<file path="src/rtl/capt_timer_pkg.sv">
// Package: shared constants for the capture timer.
// Assumes a 3-bit register address space with six registers in use.
package capt_timer_pkg;
    localparam int CT_ADDR_W = 3;

    localparam logic [CT_ADDR_W-1:0] A_COUNT = 3'd0;
    localparam logic [CT_ADDR_W-1:0] A_WRAP  = 3'd1;
    localparam logic [CT_ADDR_W-1:0] A_START = 3'd2;
    localparam logic [CT_ADDR_W-1:0] A_CHAN  = 3'd3;
    localparam logic [CT_ADDR_W-1:0] A_CAPT  = 3'd4;
    localparam logic [CT_ADDR_W-1:0] A_MODE  = 3'd5;

    typedef enum logic [1:0] {
        EDGE_NONE = 2'b00,
        EDGE_RISE = 2'b01,
        EDGE_FALL = 2'b10,
        EDGE_BOTH = 2'b11
    } edge_sel_e;

    localparam int CHAN_FLAG_BIT = 0;
    localparam int CHAN_IE_BIT   = 1;
    localparam int CHAN_DE_BIT   = 2;
    localparam int CHAN_ES_LSB   = 3;
endpackage

</file>
<file path="src/rtl/capt_timer_counter.sv">
// Module: up-counter with a programmable start value and wrap limit.
// Assumes a load takes priority over counting. The load puts in either the
// given data (test load) or the start value (plain reload).
module capt_timer_counter #(
    parameter int W = 16
) (
    input  logic         clk,
    input  logic         rst_n,
    input  logic [W-1:0] wrap_val,
    input  logic [W-1:0] start_val,
    input  logic         load_en,
    input  logic         load_data_sel,
    input  logic [W-1:0] load_data,
    output logic [W-1:0] count
);
    // Count register: load, wrap to the start value, or increment.
    always_ff @(posedge clk) begin
        if (!rst_n)
            count <= '0;
        else if (load_en)
            count <= load_data_sel ? load_data : start_val;
        else if (count == wrap_val)
            count <= start_val;
        else
            count <= count + 1'b1;
    end

    p_wrap_r2: assert property (@(posedge clk) disable iff (!rst_n)
        (!load_en && count == wrap_val) |=> count == $past(start_val));
    p_step_r2: assert property (@(posedge clk) disable iff (!rst_n)
        (!load_en && count != wrap_val) |=> count != $past(count));
    p_load_r3: assert property (@(posedge clk) disable iff (!rst_n)
        (load_en && !load_data_sel) |=> count == $past(start_val));
endmodule

</file>
<file path="src/rtl/capt_timer_edge.sv">
// Module: pin synchroniser and edge detector.
// Assumes the pin is asynchronous. STAGES flops resynchronise it. One more
// flop holds the previous synchronised level for edge detection.
module capt_timer_edge #(
    parameter int STAGES = 2
) (
    input  logic       clk,
    input  logic       rst_n,
    input  logic       pin,
    input  logic [1:0] sel,
    output logic       hit
);
    import capt_timer_pkg::*;

    logic [STAGES-1:0] sync_q;
    logic              prev_q;
    logic              lvl;
    logic              rise;
    logic              fall;

    // First synchroniser stage samples the raw pin.
    always_ff @(posedge clk) begin
        if (!rst_n) sync_q[0] <= 1'b0;
        else        sync_q[0] <= pin;
    end

    for (genvar i = 1; i < STAGES; i++) begin : g_sync
        // Each further stage shifts the level along the chain.
        always_ff @(posedge clk) begin
            if (!rst_n) sync_q[i] <= 1'b0;
            else        sync_q[i] <= sync_q[i-1];
        end
    end

    assign lvl = sync_q[STAGES-1];

    // Previous synchronised level, kept for edge comparison.
    always_ff @(posedge clk) begin
        if (!rst_n) prev_q <= 1'b0;
        else        prev_q <= lvl;
    end

    assign rise = lvl & ~prev_q;
    assign fall = ~lvl & prev_q;

    // Edge qualification by the selected polarity.
    always_comb begin
        unique case (edge_sel_e'(sel))
            EDGE_RISE: hit = rise;
            EDGE_FALL: hit = fall;
            EDGE_BOTH: hit = rise | fall;
            default:   hit = 1'b0;
        endcase
    end

    p_hit_needs_change_r5: assert property (@(posedge clk) disable iff (!rst_n)
        hit |-> (lvl != prev_q));
endmodule

</file>
<file path="src/rtl/capt_timer_chan.sv">
// Module: capture channel with flag, clear arming and interrupt/DMA steering.
// Assumes test loads take priority over pin captures for the capture
// register, and any capture beats any clear for the flag.
module capt_timer_chan #(
    parameter int W = 16
) (
    input  logic         clk,
    input  logic         rst_n,
    input  logic [W-1:0] count,
    input  logic         pin_hit,
    input  logic         test_hit,
    input  logic [W-1:0] test_data,
    input  logic         ctl_wr,
    input  logic         ctl_rd,
    input  logic [4:0]   ctl_wdata,
    input  logic         dma_done,
    output logic         flag,
    output logic         irq_en,
    output logic         dma_en,
    output logic [1:0]   edge_sel,
    output logic [W-1:0] capt,
    output logic         irq,
    output logic         dma_req
);
    import capt_timer_pkg::*;

    logic armed;
    logic cap_evt;
    logic sw_clr;
    logic hw_clr;

    assign cap_evt = pin_hit | test_hit;
    assign sw_clr  = ctl_wr & ~ctl_wdata[CHAN_FLAG_BIT] & armed;
    assign hw_clr  = dma_done & dma_en;

    // Control fields written by software.
    always_ff @(posedge clk) begin
        if (!rst_n) begin
            irq_en   <= 1'b0;
            dma_en   <= 1'b0;
            edge_sel <= 2'b00;
        end else if (ctl_wr) begin
            irq_en   <= ctl_wdata[CHAN_IE_BIT];
            dma_en   <= ctl_wdata[CHAN_DE_BIT];
            edge_sel <= ctl_wdata[CHAN_ES_LSB +: 2];
        end
    end

    // Capture register: test load first, else pin capture.
    always_ff @(posedge clk) begin
        if (!rst_n)        capt <= '0;
        else if (test_hit) capt <= test_data;
        else if (pin_hit)  capt <= count;
    end

    // Event flag: set by captures, cleared by an armed write or DMA done.
    always_ff @(posedge clk) begin
        if (!rst_n)                 flag <= 1'b0;
        else if (cap_evt)           flag <= 1'b1;
        else if (sw_clr || hw_clr)  flag <= 1'b0;
    end

    // Arm latch: a read that saw the flag set arms; any write or clear disarms.
    always_ff @(posedge clk) begin
        if (!rst_n)                          armed <= 1'b0;
        else if (ctl_wr || (hw_clr && !cap_evt)) armed <= 1'b0;
        else if (ctl_rd && flag)             armed <= 1'b1;
    end

    assign irq     = flag & irq_en & ~dma_en;
    assign dma_req = flag & irq_en & dma_en;

    p_exclusive_r6: assert property (@(posedge clk) disable iff (!rst_n)
        !(irq && dma_req));
    p_test_load_r4: assert property (@(posedge clk) disable iff (!rst_n)
        test_hit |=> (flag && capt == $past(test_data)));
    p_no_blind_clear_r7: assert property (@(posedge clk) disable iff (!rst_n)
        (flag && !armed && !(dma_done && dma_en)) |=> flag);
    p_capture_wins_r9: assert property (@(posedge clk) disable iff (!rst_n)
        cap_evt |=> flag);
    p_flag_cause_r5: assert property (@(posedge clk) disable iff (!rst_n)
        $rose(flag) |-> $past(cap_evt));
    p_done_ignored_r8: assert property (@(posedge clk) disable iff (!rst_n)
        (flag && !dma_en && !ctl_wr) |=> flag);
endmodule

</file>
<file path="src/rtl/capt_timer.sv">
// Module: top of the capture timer. It holds the wrap, start and mode
// registers, decodes the register bus and wires counter, edge detector and
// channel together. Assumes single-cycle bus strobes and combinational reads.
module capt_timer #(
    parameter int W           = 16,
    parameter int SYNC_STAGES = 2
) (
    input  logic         clk,
    input  logic         rst_n,
    input  logic [2:0]   bus_addr,
    input  logic         bus_wr,
    input  logic         bus_rd,
    input  logic [W-1:0] bus_wdata,
    output logic [W-1:0] bus_rdata,
    input  logic         cap_pin,
    input  logic         dma_done,
    output logic         irq,
    output logic         dma_req
);
    import capt_timer_pkg::*;

    localparam logic [W-1:0] WRAP_RST = {W{1'b1}};

    logic [W-1:0] wrap_q;
    logic [W-1:0] start_q;
    logic         test_mode;
    logic [W-1:0] count;
    logic [W-1:0] capt;
    logic         cnt_wr;
    logic         test_hit;
    logic         pin_hit;
    logic         flag;
    logic         irq_en;
    logic         dma_en;
    logic [1:0]   edge_sel;

    assign cnt_wr   = bus_wr && (bus_addr == A_COUNT);
    assign test_hit = cnt_wr && test_mode;

    // Configuration registers: wrap limit, start value and test mode.
    always_ff @(posedge clk) begin
        if (!rst_n) begin
            wrap_q    <= WRAP_RST;
            start_q   <= '0;
            test_mode <= 1'b0;
        end else if (bus_wr) begin
            if (bus_addr == A_WRAP)  wrap_q    <= bus_wdata;
            if (bus_addr == A_START) start_q   <= bus_wdata;
            if (bus_addr == A_MODE)  test_mode <= bus_wdata[0];
        end
    end

    capt_timer_counter #(.W(W)) u_cnt (
        .clk           (clk),
        .rst_n         (rst_n),
        .wrap_val      (wrap_q),
        .start_val     (start_q),
        .load_en       (cnt_wr),
        .load_data_sel (test_mode),
        .load_data     (bus_wdata),
        .count         (count)
    );

    capt_timer_edge #(.STAGES(SYNC_STAGES)) u_edge (
        .clk   (clk),
        .rst_n (rst_n),
        .pin   (cap_pin),
        .sel   (edge_sel),
        .hit   (pin_hit)
    );

    capt_timer_chan #(.W(W)) u_chan (
        .clk       (clk),
        .rst_n     (rst_n),
        .count     (count),
        .pin_hit   (pin_hit),
        .test_hit  (test_hit),
        .test_data (bus_wdata),
        .ctl_wr    (bus_wr && (bus_addr == A_CHAN)),
        .ctl_rd    (bus_rd && (bus_addr == A_CHAN)),
        .ctl_wdata (bus_wdata[4:0]),
        .dma_done  (dma_done),
        .flag      (flag),
        .irq_en    (irq_en),
        .dma_en    (dma_en),
        .edge_sel  (edge_sel),
        .capt      (capt),
        .irq       (irq),
        .dma_req   (dma_req)
    );

    // Read data multiplexer.
    always_comb begin
        bus_rdata = '0;
        unique case (bus_addr)
            A_COUNT: bus_rdata = count;
            A_WRAP:  bus_rdata = wrap_q;
            A_START: bus_rdata = start_q;
            A_CHAN:  bus_rdata[4:0] = {edge_sel, dma_en, irq_en, flag};
            A_CAPT:  bus_rdata = capt;
            A_MODE:  bus_rdata[0] = test_mode;
            default: bus_rdata = '0;
        endcase
    end

    p_test_count_r4: assert property (@(posedge clk) disable iff (!rst_n)
        test_hit |=> count == $past(bus_wdata));
endmodule

</file>
<file path="config.mk">
export PLATFORM = sky130hd
export DESIGN_NAME = capt_timer
export DESIGN_NICKNAME = d
export VERILOG_FILES = /design/src/rtl/capt_timer_pkg.sv /design/src/rtl/capt_timer_counter.sv /design/src/rtl/capt_timer_edge.sv /design/src/rtl/capt_timer_chan.sv /design/src/rtl/capt_timer.sv
export SDC_FILE = /design/constraint.sdc
export NUM_CORES = 1
export LEC_CHECK = 0
export ABC_AREA = 1
export BUFFER_PORTS_ARGS = -buffer_cell sky130_fd_sc_hd__buf_2
export CAP_MARGIN = 20
export CORE_MARGIN = 2
export CORE_UTILIZATION = 30
export CTS_BUF_LIST = sky130_fd_sc_hd__clkbuf_4 sky130_fd_sc_hd__clkbuf_8
export DETAILED_ROUTE_END_ITERATION = 10
export MAX_ROUTING_LAYER = met4
export SETUP_SLACK_MARGIN = 0.15
export SYNTH_ARGS = -nofsm -noshare
export SYNTH_HDL_FRONTEND = slang
export SYNTH_SLANG_ARGS = --single-unit
</file>
<file path="constraint.sdc">
create_clock -name clk -period 2.3 [get_ports clk]
set_input_delay 0.23 -clock clk [delete_from_list [all_inputs] [get_ports clk]]
set_output_delay 0.23 -clock clk [all_outputs]
set_load 0.005 [all_outputs]
</file>
After elaboration in Yosys (flattened, before gate mapping)
Cells that the tools add are included.
- flip-flop bits (word level): 74
- bits in latches: 0
- bits in writable memories: 0
- ROM bits: 0
- logic and storage cells: 65
- memories: 0
- add/subtract/negate cells: 1
- $mul: 0
- div/mod/pow operators: 0
- order comparisons: 0
- equal/unequal tests: 9
- shift-type cells: 0
- multiplexer cells: 11
- bitwise gates (word level): 15
- reductions and logical operators: 16
- operators by type and width (kind ; count):
    $mux 16 ; 5
    $pmux 11 s4 ; 1
    $pmux 4 s5 ; 1
    $add 16x1->16 const B ; 1
    $eq 16x16->1 ; 1
    $and 1x1->1 ; 8
    $eq 3x2->1 const B ; 2
    $eq 3x3->1 const B ; 2
    $logic_and 1x1->1 ; 6
    $pmux 1 s6 ; 1
    $reduce_and 2->1 ; 3
    $not 1->1 ; 5
    $eq 2x2->1 const B ; 2
    $reduce_bool 2->1 ; 2
    $eq 3x1->1 const B ; 1
    $logic_not 3->1 ; 1
    $pmux 1 s3 ; 1
    $eq 2x1->1 const B ; 1
    $logic_or 1x1->1 ; 2
    $mux 1 ; 2
    $or 1x1->1 ; 2
    $reduce_or 2->1 ; 1
    $logic_not 1->1 ; 1

Depth between registers and ports, before layout
Gate-level depths: netlist of run 1.
- depth after elaboration: 9
- gate-level depth with buffers: 11

Cells and area by module
A second synthesis of run 1 with hierarchy kept.
- cell total of the unflattened synthesis: 768
- area total of the unflattened synthesis: 4780.8 µm²
- by module, submodules not included (module ; instances ; cells an instance ; area each (µm²)):
    capt_timer ; 1 ; 293 ; 1968.1
    capt_timer_counter ; 1 ; 300 ; 1612.8
    capt_timer_chan ; 1 ; 155 ; 1053.5
    capt_timer_edge ; 1 ; 20 ; 146.4

Worst setup path after synthesis of run 1
OpenSTA, ideal clock, no wires.
- kind: register -> register
- from: reg u_edge.sync_q[1], in the netlist u_edge.lvl
- to: reg u_chan.capt[15]
- arrival: 1483 ps
- setup slack: 702 ps
- stages on the path, launching flop included: 10
- buffers on the path: 1
- period minus slack after synthesis: 1598 ps
- cells stage by stage: dfxtp_1 inv_1 ha_1 nand3b_1 and2_1 nand3_2 buf_2 nor2_1 o21ai_0 inv_1
- word-level cells in the longest chain between the ends: 5
- RTL lines (item ; line ; RTL):
    start, declared ; capt_timer_edge.sv:15 ; logic [STAGES-1:0] sync_q;
    start signal, assigned by index ; capt_timer_edge.sv:31 ; else sync_q[i] <= sync_q[i-1];
    $not 1->1 ; capt_timer_edge.sv:44 ; assign fall = ~lvl & prev_q;
    $and 1x1->1 ; capt_timer_edge.sv:44 ;
    $or 1x1->1 ; capt_timer_edge.sv:51 ; EDGE_BOTH: hit = rise | fall;
    $pmux 1 s3 (*) ; capt_timer_edge.sv:48 ; unique case (edge_sel_e'(sel))
    $reduce_bool 2->1 (no source line) (*) ; n/a ;
    end signal, assigned ; capt_timer_chan.sv:52 ; else if (test_hit) capt <= test_data;
    end signal, assigned ; capt_timer_chan.sv:53 ; else if (pin_hit) capt <= count;
    end, declared ; capt_timer_chan.sv:21 ; output logic [W-1:0] capt,
Every way passes the cells marked *; elsewhere a longest branch is shown, timed or not.
A chain may end at the register's enable or synchronous reset.

Worst setup path in the final report of run 1
- from: reg u_cnt.count[9]
- to: reg u_cnt.count[13]
- word-level cells in the longest chain between the ends: 3
- RTL lines (item ; line ; RTL):
    start, declared ; capt_timer_counter.sv:14 ; output logic [W-1:0] count
    start signal, assigned ; capt_timer_counter.sv:21 ; count <= load_data_sel ? load_data : start_val;
    start signal, assigned ; capt_timer_counter.sv:23 ; count <= start_val;
    start signal, assigned ; capt_timer_counter.sv:25 ; count <= count + 1'b1;
    $add 16x1->16 or $eq 16x16->1 (tied branches) ; capt_timer_counter.sv:25, capt_timer_counter.sv:22 ;
    $mux 16 (*) ; capt_timer_counter.sv:22 ; else if (count == wrap_val)
    $mux 16 (*) ; capt_timer_counter.sv:20 ; else if (load_en)
Marked as above.

==> results of run 1 <==
[logic make-up (layout without fill, tap and decap cells)]
kind of cell    Yosys count  after routing  share of synthesized area
compound gates          156            156                      0.241
xor+xnor                  8              8                     0.0168
fa+ha+maj                 3              3                    0.00902
buf+inv                 139            183                      0.131
flops                    74             74                      0.356
simple gates            239            239                      0.246
[final cells by class]
| class | instances | area (µm²) | area share |
|---|---|---|---|
| clock inverter | 2 | 35.0 | 0.00727 |
| timing repair buffer | 57 | 348 | 0.0721 |
| sequential | 74 | 1480 | 0.307 |
| tap | 180 | 225 | 0.0467 |
| multi-input combinational | 406 | 2140 | 0.444 |
| inverter | 111 | 417 | 0.0864 |
| clock buffer | 13 | 173 | 0.0358 |
[flip-flops by register name (all words and copies together) (netlist names)]
name and count:
u_chan.flag 1, u_chan.dma_en 1, u_chan.irq_en 1, wrap_q 16
u_cnt.count 16, test_mode 1, start_q 16, u_chan.armed 1
u_edge.lvl 1, u_edge.prev_q 1, u_chan.edge_sel 2, u_edge.sync_q 1
u_chan.capt 16
[how the worst min path moves through the flow]
stage | endpoint | slack [ns] | startpoint
finish | u_edge.sync_q[0]$_SDFF_PN0_ | 0.04 | cap_pin
global placement | u_edge.lvl$_SDFF_PN0_ | 0.40 | u_edge.sync_q[0]$_SDFF_PN0_
global route | u_edge.sync_q[0]$_SDFF_PN0_ | 0.06 | cap_pin
detailed placement | u_edge.lvl$_SDFF_PN0_ | 0.41 | u_edge.sync_q[0]$_SDFF_PN0_
CTS | u_edge.sync_q[0]$_SDFF_PN0_ | 0.03 | cap_pin
floorplan | u_edge.sync_q[0]$_SDFF_PN0_ | 0.33 | cap_pin
[stage by stage]
step	hold slack, ns	utilization	cell area [µm²]	cells	worst slack [ns]
floorplan	0.328	-	4160	619	0.702
global placement	0.398	0.336	4610	828	0.440
detailed placement	0.410	0.336	4610	828	0.428
CTS	0.0267	0.351	4820	843	0.415
global route	0.0602	0.351	4820	843	0.175
finish	0.0398	0.351	4820	843	0.387
[worst register-to-register path: cells and delay by family (launching register included)]
kind                   cells  cell delay, ns
AND/OR/NAND/NOR            7            0.93
buffers and inverters      2            0.33
AO/OA/AOI/OAI              1            0.07
flip-flops                 1            0.44
[per-layer routing]
layer / GRT usage / vias to the layer above
met5: - / -
met4: 0.0596 / 0
met3: 0.0286 / 15
met2: 0.288 / 119
met1: 0.243 / 1970
li1: - / 2132
[power breakdown]
group	internal [W]	leakage (nW)	switching [W]	total, W
Combinational	0.0000913	1.42	0.000164	0.000255
Sequential	0.00131	0.601	0.0000252	0.00134
Clock	0.000595	0.109	0.000498	0.00109
[placed cells by master, fill, tap and decap left out, types with 8 or more instances in the layout]
| cell type | netlist | layout |
|---|---|---|
| sky130_fd_sc_hd__buf_2 | 13 | 42 |
| sky130_fd_sc_hd__o221ai_1 | 11 | 11 |
| sky130_fd_sc_hd__o21ai_0 | 36 | 36 |
| sky130_fd_sc_hd__nand3_1 | 45 | 45 |
| sky130_fd_sc_hd__dfxtp_1 | 74 | 74 |
| sky130_fd_sc_hd__nand2_1 | 134 | 134 |
| sky130_fd_sc_hd__a221o_1 | 11 | 11 |
| sky130_fd_sc_hd__nor2_1 | 41 | 40 |
| sky130_fd_sc_hd__o22ai_1 | 18 | 18 |
| sky130_fd_sc_hd__o211ai_1 | 16 | 16 |
| sky130_fd_sc_hd__a22oi_1 | 16 | 16 |
| sky130_fd_sc_hd__inv_1 | 103 | 103 |
| sky130_fd_sc_hd__a21oi_1 | 41 | 41 |
| sky130_fd_sc_hd__clkbuf_8 | 0 | 12 |
| sky130_fd_sc_hd__buf_4 | 0 | 13 |
| sky130_fd_sc_hd__inv_2 | 8 | 8 |
==> impl.org, run 1 <==
** Pwr
- IR analysis of the VDD net gives a maximum drop of 223 µV.
- Summing internal, switching and leakage power gives 0.00269 W.
- Power spread over the standard cell area amounts to 557 mW/mm².
- Static power due to leakage :: 2.13 nW

** Logic synthesis
- Counting every net in the synthesized netlist gives 647.
- In this run, synthesis produced a sequential element count of 74.
- Count of distinct cell types in the synthesized netlist :: 31
- Library cell with the highest instance count after synthesis :: sky130_fd_sc_hd__nand2_1
- Counting instances in the post-synthesis netlist gives the leading cell types as 134 x sky130_fd_sc_hd__nand2_1, 103 x sky130_fd_sc_hd__inv_1, 74 x sky130_fd_sc_hd__dfxtp_1.
- Sequential area share after synthesis :: 0.356
- Number of enable flip-flop cells after synthesis :: 0
- The Yosys step of the flow raised 0 warnings.
- Prevailing post-synth register cell :: sky130_fd_sc_hd__dfxtp_1
- Sorting the synthesized cells by area gives the leading types as sky130_fd_sc_hd__dfxtp_1 36%, sky130_fd_sc_hd__nand2_1 12%, sky130_fd_sc_hd__inv_1 9.3%.
- Avg Synthesized Cell Area :: 6.72 µm²
- Share of synthesized registers carrying an async set or reset :: 0
- The largest total area in the synthesized netlist belongs to sky130_fd_sc_hd__dfxtp_1.
- Count of mapped cells out of synthesis :: 619
- Summing every instance area after synthesis gives 0.00416 mm².
- Portion of synthesized cell area occupied by the leading cell type :: 0.356

** Global route
- The initial antenna violation count came to 0.
- The number of global-route vias before repair is 4,136.
- Total overflow reported by the global router :: 0
- Pin count of the biggest net entering global routing :: 34
- Global routing usage summed across all routing layers :: 0.184
- Wire length of the first global-routing pass :: 20,800 µm

** Worst setup path
- On the worst path, the slowest cell contributes a delay of 0.44 ns.
- Register-to-register path setup slack :: 0.39 ns
- In this run the worst setup path begins at u_cnt.count[9]$_SDFF_PN0_.
- Worst-path fanout max :: 10
- Crit-path cells :: inv_2 -> nand2_1 -> nand2_1 -> nor2_1 -> nand2_1 -> nor2_4 -> buf_4 -> nand3_1 -> nand3_1 -> a21oi_1
- Data on the critical path is required at its endpoint by 2.53 ns.
- Broken down by cell family, the worst path's largest delay share belongs to simple AND/OR/NAND/NOR gates.
- The worst setup path is captured at a flop.
- The cell that appears most often on the critical path is sky130_fd_sc_hd__nand2_1.
- Worst R2R Start :: u_cnt.count[9]$_SDFF_PN0_
- The slowest stage of the critical path belongs to the cell sky130_fd_sc_hd__dfxtp_1.
- Worst Setup EP :: u_cnt.count[13]$_SDFF_PN0_
- Reg2Reg Depth :: 10
- The critical path contains buffers and inverters numbering 2 combined.
- CP Data Arrival Time :: 2.14 ns
- In this run the critical register-to-register path is captured at u_cnt.count[13]$_SDFF_PN0_.
- The worst setup path is of the reg2reg kind.
- Startpoint types :: flop
- Number of stages on the worst setup path :: 10

** Routing
- Met2 Wirelength :: 5710 µm
- The count of nets left with antenna violations once routing finished came out at 0.
- DRT Wirelength :: 12,500 µm
- Topmost layer with routed signal wires :: met4
- Number of DRC markers in iteration 0 :: 326
- After detailed routing, the number of remaining DRC violations is 0.
- After detailed routing, the wire length on met1 is 5970 µm.
- Via density per instance :: 5.02
- Number of iterations in the first detailed-routing pass :: 5
- Wire segments on met3 add up to 660 µm in the final route.
- Routed wire length per instance :: 14.8 µm
- Detailed routing inserted a total of 4,236 vias.

** Timing
- Setup repair after global routing left no endpoint under its margin.
- Setup violations remaining at the end of the flow were counted as 0.
- Time the worst path needs with I/O delays and setup :: 1.91 ns
- Tcrit/Tclk final :: 0.832
- Clock Skew :: 0.00742 ns
- The number of pins exceeding their max-slew limit in the final report was 0.
- TNS Setup :: 0 ns
- Maximum clock frequency :: 523 MHz
- Worst max-slew margin expressed relative to the limit :: 0.600
- The number of endpoints with negative hold slack in the final report is 0.
- For the pin with the worst max-slew slack, the measured transition is 0.599 ns.

** Clock tree
- Gates resized during post-CTS repair numbered 0.
- Num CTS Buffers :: 9
- The tree is rooted in a sky130_fd_sc_hd__clkbuf_8.
- Level count of the clock H-tree :: 3
- Once the clock tree was built, the setup fixing pass inserted 0 buffers.
- The clock drives 74 sinks.
- TritonCTS built the clock tree.
- Maximum number of buffers from clock root to sink :: 2
- Clock latency reported for the late side of the worst-skew pair :: 0.37 ns
- After clock tree synthesis, the flow added hold-fix buffers numbering 0.
- After clock tree synthesis, the clock-pin slew on the worst setup and hold paths is 0.07 ns.

** Cells and area
- Counting the fill cells in the layout gives 1,506.
- Area growth syn-to-layout :: 15.8%
- The number of antenna diodes in the final layout is 0.
- Number of nets in the layout :: 687
- Fraction of final layout cells with drive strength greater than 1 :: 0.137

** Floorplanning
- Number of core rows :: 43
- After floorplanning, the core was sized to cover 0.0137 mm².
- The die covers 0.0148 mm².
- Die Wd :: 122 µm
- For this design the top-level I/O count stands at 43.
- In this run the vertical extent of the chip is 122 µm.
- Effective utilization at floorplan :: 0.303

** Hold path
- The path class of the tightest hold or removal check is in2reg.
- Counting instances, the worst hold path has a depth of 3.

** Place
- Detailed placement ended at an HPWL of 8720 µm.
- Input/output buffers :: 42
- Final weighted congestion of routability-driven global placement :: 0.887

** Job
- Total of max-cap violations :: 0

** Outcome
- Run status :: finished clean
(Power assumes the default switching activity.)
==> run 2, diff against run 1 <==
--- a/config.mk
+++ b/config.mk
@@ -5,7 +5,7 @@
 export SDC_FILE = /design/constraint.sdc
 export NUM_CORES = 1
 export LEC_CHECK = 0
-export ABC_AREA = 1
+export ABC_AREA = 0
 export BUFFER_PORTS_ARGS = -buffer_cell sky130_fd_sc_hd__buf_2
 export CAP_MARGIN = 20
 export CORE_MARGIN = 2
==> constraint.sdc (replaced) <==
create_clock -name clk -period 1.6 [get_ports clk]
set_input_delay 0.16 -clock clk [delete_from_list [all_inputs] [get_ports clk]]
set_output_delay 0.16 -clock clk [all_outputs]
set_load 0.005 [all_outputs]
==> run 2 against run 1 <==
  * The run now ends with negative setup slack left
  * First-iteration DRC count rose by 0.31%
  * Non-clock buffer count rose by 78
  * Area after synthesis rose by 3.2%
  * Routed wire length rose by 14%
  * Clock power rose by 27%
  * Register-to-register slack got worse by 0.51 ns
  * Sequential power rose by 45%
  * Critical path type unchanged
==> impl.org, run 2 <==
** Outcome
- Run status :: finished with violations
- Violated checks :: negative setup slack

** Logic synthesis
- Leading cell types by total area after synthesis :: sky130_fd_sc_hd__dfxtp_1 34%, sky130_fd_sc_hd__mux2i_1 12%, sky130_fd_sc_hd__nand2_1 7.9%
- For this run, the register share of the synthesized area comes to 0.345.
- Counting every net in the synthesized netlist gives 549.
- Share of synthesized registers carrying an async set or reset :: 0
- Ys Warns :: 0
- Avg Synthesized Cell Area :: 8.25 µm²
- The share of synthesized area in the top cell type comes to 0.345.
- The most used flip-flop cell after synthesis is sky130_fd_sc_hd__dfxtp_1.
- Number of storage elements in the synthesis netlist :: 74
- Count of distinct cell types in the synthesized netlist :: 42
- Number of enable flip-flop cells after synthesis :: 0
- In this run the cell area of the synthesized design comes to 0.00430 mm².
- Summed over all instances, the cell type with the most area after synthesis is sky130_fd_sc_hd__dfxtp_1.
- Library cell with the highest instance count after synthesis :: sky130_fd_sc_hd__nand2_1
- Ranked by instance count, the synthesized netlist is headed by 90 x sky130_fd_sc_hd__nand2_1, 74 x sky130_fd_sc_hd__dfxtp_1, 51 x sky130_fd_sc_hd__mux2i_1.
- Synthesis produced a netlist whose cell count is 521.

** Worst setup path
- The worst register-to-register path begins at u_cnt.count[10]$_SDFF_PN0_.
- Traced cell by cell, the critical path runs through xor2_2 -> nor4_4 -> nand4_4 -> buf_12 -> o311a_1.
- Delay-heaviest family, CP :: simple AND/OR/NAND/NOR gates
- Buffers plus inverters on the worst setup path :: 1
- The largest individual stage delay along the critical path comes from the cell sky130_fd_sc_hd__nor4_4.
- The worst setup path is of the reg2reg kind.
- Largest stage delay, worst path :: 0.35 ns
- Data arrives at the worst endpoint at 1.98 ns.
- In this run the critical register-to-register path is captured at u_cnt.count[9]$_SDFF_PN0_.
- Required @ worst endpoint :: 1.86 ns
- Startpoint types :: flop
- Kind of end point of the critical path :: flop
- Register-to-register path setup slack :: -0.12 ns
- Worst-path fanout max :: 6
- Reg2Reg Depth :: 5

** Place
- Buffers placed on the I/O ports in this run total 42.
- After detailed placement, the total cell area comes to 0.00509 mm².
- Routability-driven placement finished with a final weighted congestion of 0.908.
- Summed over all nets, the half-perimeter wirelength after detailed placement is 9640 µm.

** Timing
- Worst max-slew margin expressed relative to the limit :: 0.507
- After layout, the minimum clock period comes to 1.72 ns.
- Maximum clock frequency :: 581 MHz
- Tcrit/Tclk final :: 1.08
- The number of endpoints with negative hold slack in the final report is 0.
- Finish-stage setup viols :: 24
- At the pin with the least slew margin, the transition time is 0.739 ns.
- Clock Skew :: 0.00743 ns
- RSZ-0062 raised after global routing :: true
- Number of slew-limit violations in the final report :: 0
- On the final layout, the worst hold slack is 0.0388 ns.
- Worst Setup Slack, final :: -0.121 ns

** Floorplanning
- The initialized floorplan defines 43 standard-cell rows.
- The floorplan step defined a die boundary enclosing 0.0153 mm².
- 43 I/O pins were placed.
- Die Wd :: 124 µm
- Die Y-Extent :: 124 µm
- The floorplan step defined a core boundary enclosing 0.0139 mm².
- The initial utilization of the core area, before any placement, comes to 0.308.

** Cells and area
- Final-layout fill cell count :: 1,354
- Most frequent standard cell in the layout excluding fill and tap cells :: sky130_fd_sc_hd__nand2_1
- Post-route cell area :: 0.00582 mm²
- Fraction of final layout cells with drive strength greater than 1 :: 0.381
- The number of antenna diodes in the final layout is 0.
- Area growth syn-to-layout :: 35.3%
- Leading cell types in the layout, fill and taps excluded :: 90 x sky130_fd_sc_hd__nand2_1, 65 x sky130_fd_sc_hd__buf_4, 51 x sky130_fd_sc_hd__mux2i_1
- Number of nets in the layout :: 649

** Global route
- Total overflow reported by the global router :: 0
- In the global route stage, overall resource usage came out at 0.196.
- Wire length of the first global-routing pass :: 22,300 µm
- Entering global routing, the biggest net connects 45 pins.
- Vias in the first global route :: 4,185
- The initial antenna violation count was 0.

** Hold path
- The tightest min-delay check is of the in2reg type.
- The worst hold path begins at bus_wdata[6].
- The worst hold path terminates at wrap_q[6]$_SDFFE_PN1P_.
- Hold Path Depth :: 3

** Clock tree
- Maximum number of buffers from clock root to sink :: 2
- For the worst-skew pair, the clock arrives at the later sink with an insertion delay of 0.38 ns.
- Clock transition at the register clock pins on the worst setup and hold paths after CTS :: 0.08 ns
- The clock drives 74 sinks.
- The root buffer cell chosen for the clock tree is sky130_fd_sc_hd__clkbuf_8.
- TritonCTS built the clock tree.
- Num CTS Buffers :: 9
- Level count of the clock H-tree :: 3

** Routing
- Number of DRC markers in iteration 0 :: 327
- Via count :: 4,144
- After detailed routing, the total wire length is 14,300 µm.
- Via density per instance :: 5.15
- After detailed routing, the average wire length per cell comes to 17.7 µm.
- ANT nets after route :: 0
- Number of iterations in the first detailed-routing pass :: 6
- In the routed design, unresolved DRC markers number 0.

** Pwr
- Dividing total power by cell area gives a power density of 678 mW/mm².
- Across the VDD grid, the largest voltage drop is 358 µV.
- Post-layout power :: 0.00395 W
- For this design the static power due to leakage is 2.38 nW.

** Job
- Total of max-cap violations :: 0
[run 2: cell count changes after synthesis, sizes merged, moves of 19 or more]
| cell | before | now |
|---|---|---|
| inv | 111 | 6 |
| mux2i | 0 | 51 |
| nand2 | 137 | 90 |
| nand3 | 47 | 28 |
[run 2: worst max-delay path by stage]
stage | startpoint | endpoint | slack (ns) | cells after the start
CTS | u_cnt.count[1]$_SDFF_PN0_ | bus_rdata[1] | -0.13 | 5
finish | u_cnt.count[10]$_SDFF_PN0_ | u_cnt.count[9]$_SDFF_PN0_ | -0.12 | 5
global placement | u_cnt.count[0]$_SDFF_PN0_ | u_cnt.count[12]$_SDFF_PN0_ | -0.07 | 6
floorplan | u_cnt.count[4]$_SDFF_PN0_ | u_cnt.count[10]$_SDFF_PN0_ | -0.11 | 6
global route | u_cnt.count[10]$_SDFF_PN0_ | u_cnt.count[9]$_SDFF_PN0_ | -0.16 | 5
detailed placement | u_cnt.count[2]$_SDFF_PN0_ | u_cnt.count[13]$_SDFF_PN0_ | -0.12 | 5
[run 2: metrics by stage]
step	cells	setup TNS (ns)	worst slack (ns)	utilization
after floorplan	521	-0.641	-0.105	-
after global placement	765	-0.227	-0.0701	0.365
after detailed placement	765	-1.08	-0.121	0.365
after CTS	800	-1.03	-0.130	0.403
after global routing	805	-3.64	-0.162	0.417
final	805	-1.47	-0.121	0.417
[run 2: what timing repair did]
item                                   CTS  global route
pin swaps                               25            23
setup buffers                           18             2
hold buffers                             2             0
cloned                                   0             3
gates resized for setup                 72            26
setup endpoints to repair               48            50
endpoints found under the hold margin    2             0
[run 2: cell type report]
class                   count  area [µm²]  area share
clock buffers              12         159      0.0273
clock inverters             3        15.0     0.00258
inverters                   7        26.3     0.00452
multi-input cells         394        2770       0.476
flip-flops and latches     74        1530       0.263
well taps                 180         225      0.0387
repair buffers            135        1090       0.188
[run 2: worst register-to-register path, stage by stage (launching register included)]
cell                      delay (ns)
sky130_fd_sc_hd__dfxtp_2        0.34
sky130_fd_sc_hd__xor2_2         0.19
sky130_fd_sc_hd__nor4_4         0.35
sky130_fd_sc_hd__nand4_4        0.23
sky130_fd_sc_hd__buf_12         0.20
sky130_fd_sc_hd__o311a_1        0.30
[run 2: where the power goes]
group	internal (W)	switching [W]	total [W]	leakage, nW
clock	0.000649	0.000735	0.00138	0.0954
combinational	0.000286	0.000337	0.000623	1.67
sequential	0.00189	0.0000507	0.00194	0.610
[run 2: per-layer routing]
layer,global-route usage,part of all wire,wire [µm],vias to the layer above
met4,0.0639,0.022,319,0
met3,0.0462,0.056,797,24
li1,-,-,-,2010
met5,-,0,0,-
met2,0.313,0.47,6710,128
met1,0.246,0.45,6460,1982
[run 2: logic make-up (layout without fill, tap and decap cells)]
family	after synthesis	count (layout)	share of synthesized area
flops	74	74	0.345
fa+ha+maj	3	3	0.00873
simple gates	202	202	0.225
xor+xnor	29	29	0.0591
mux	61	61	0.148
compound gates	99	99	0.155
buf+inv	53	157	0.0603
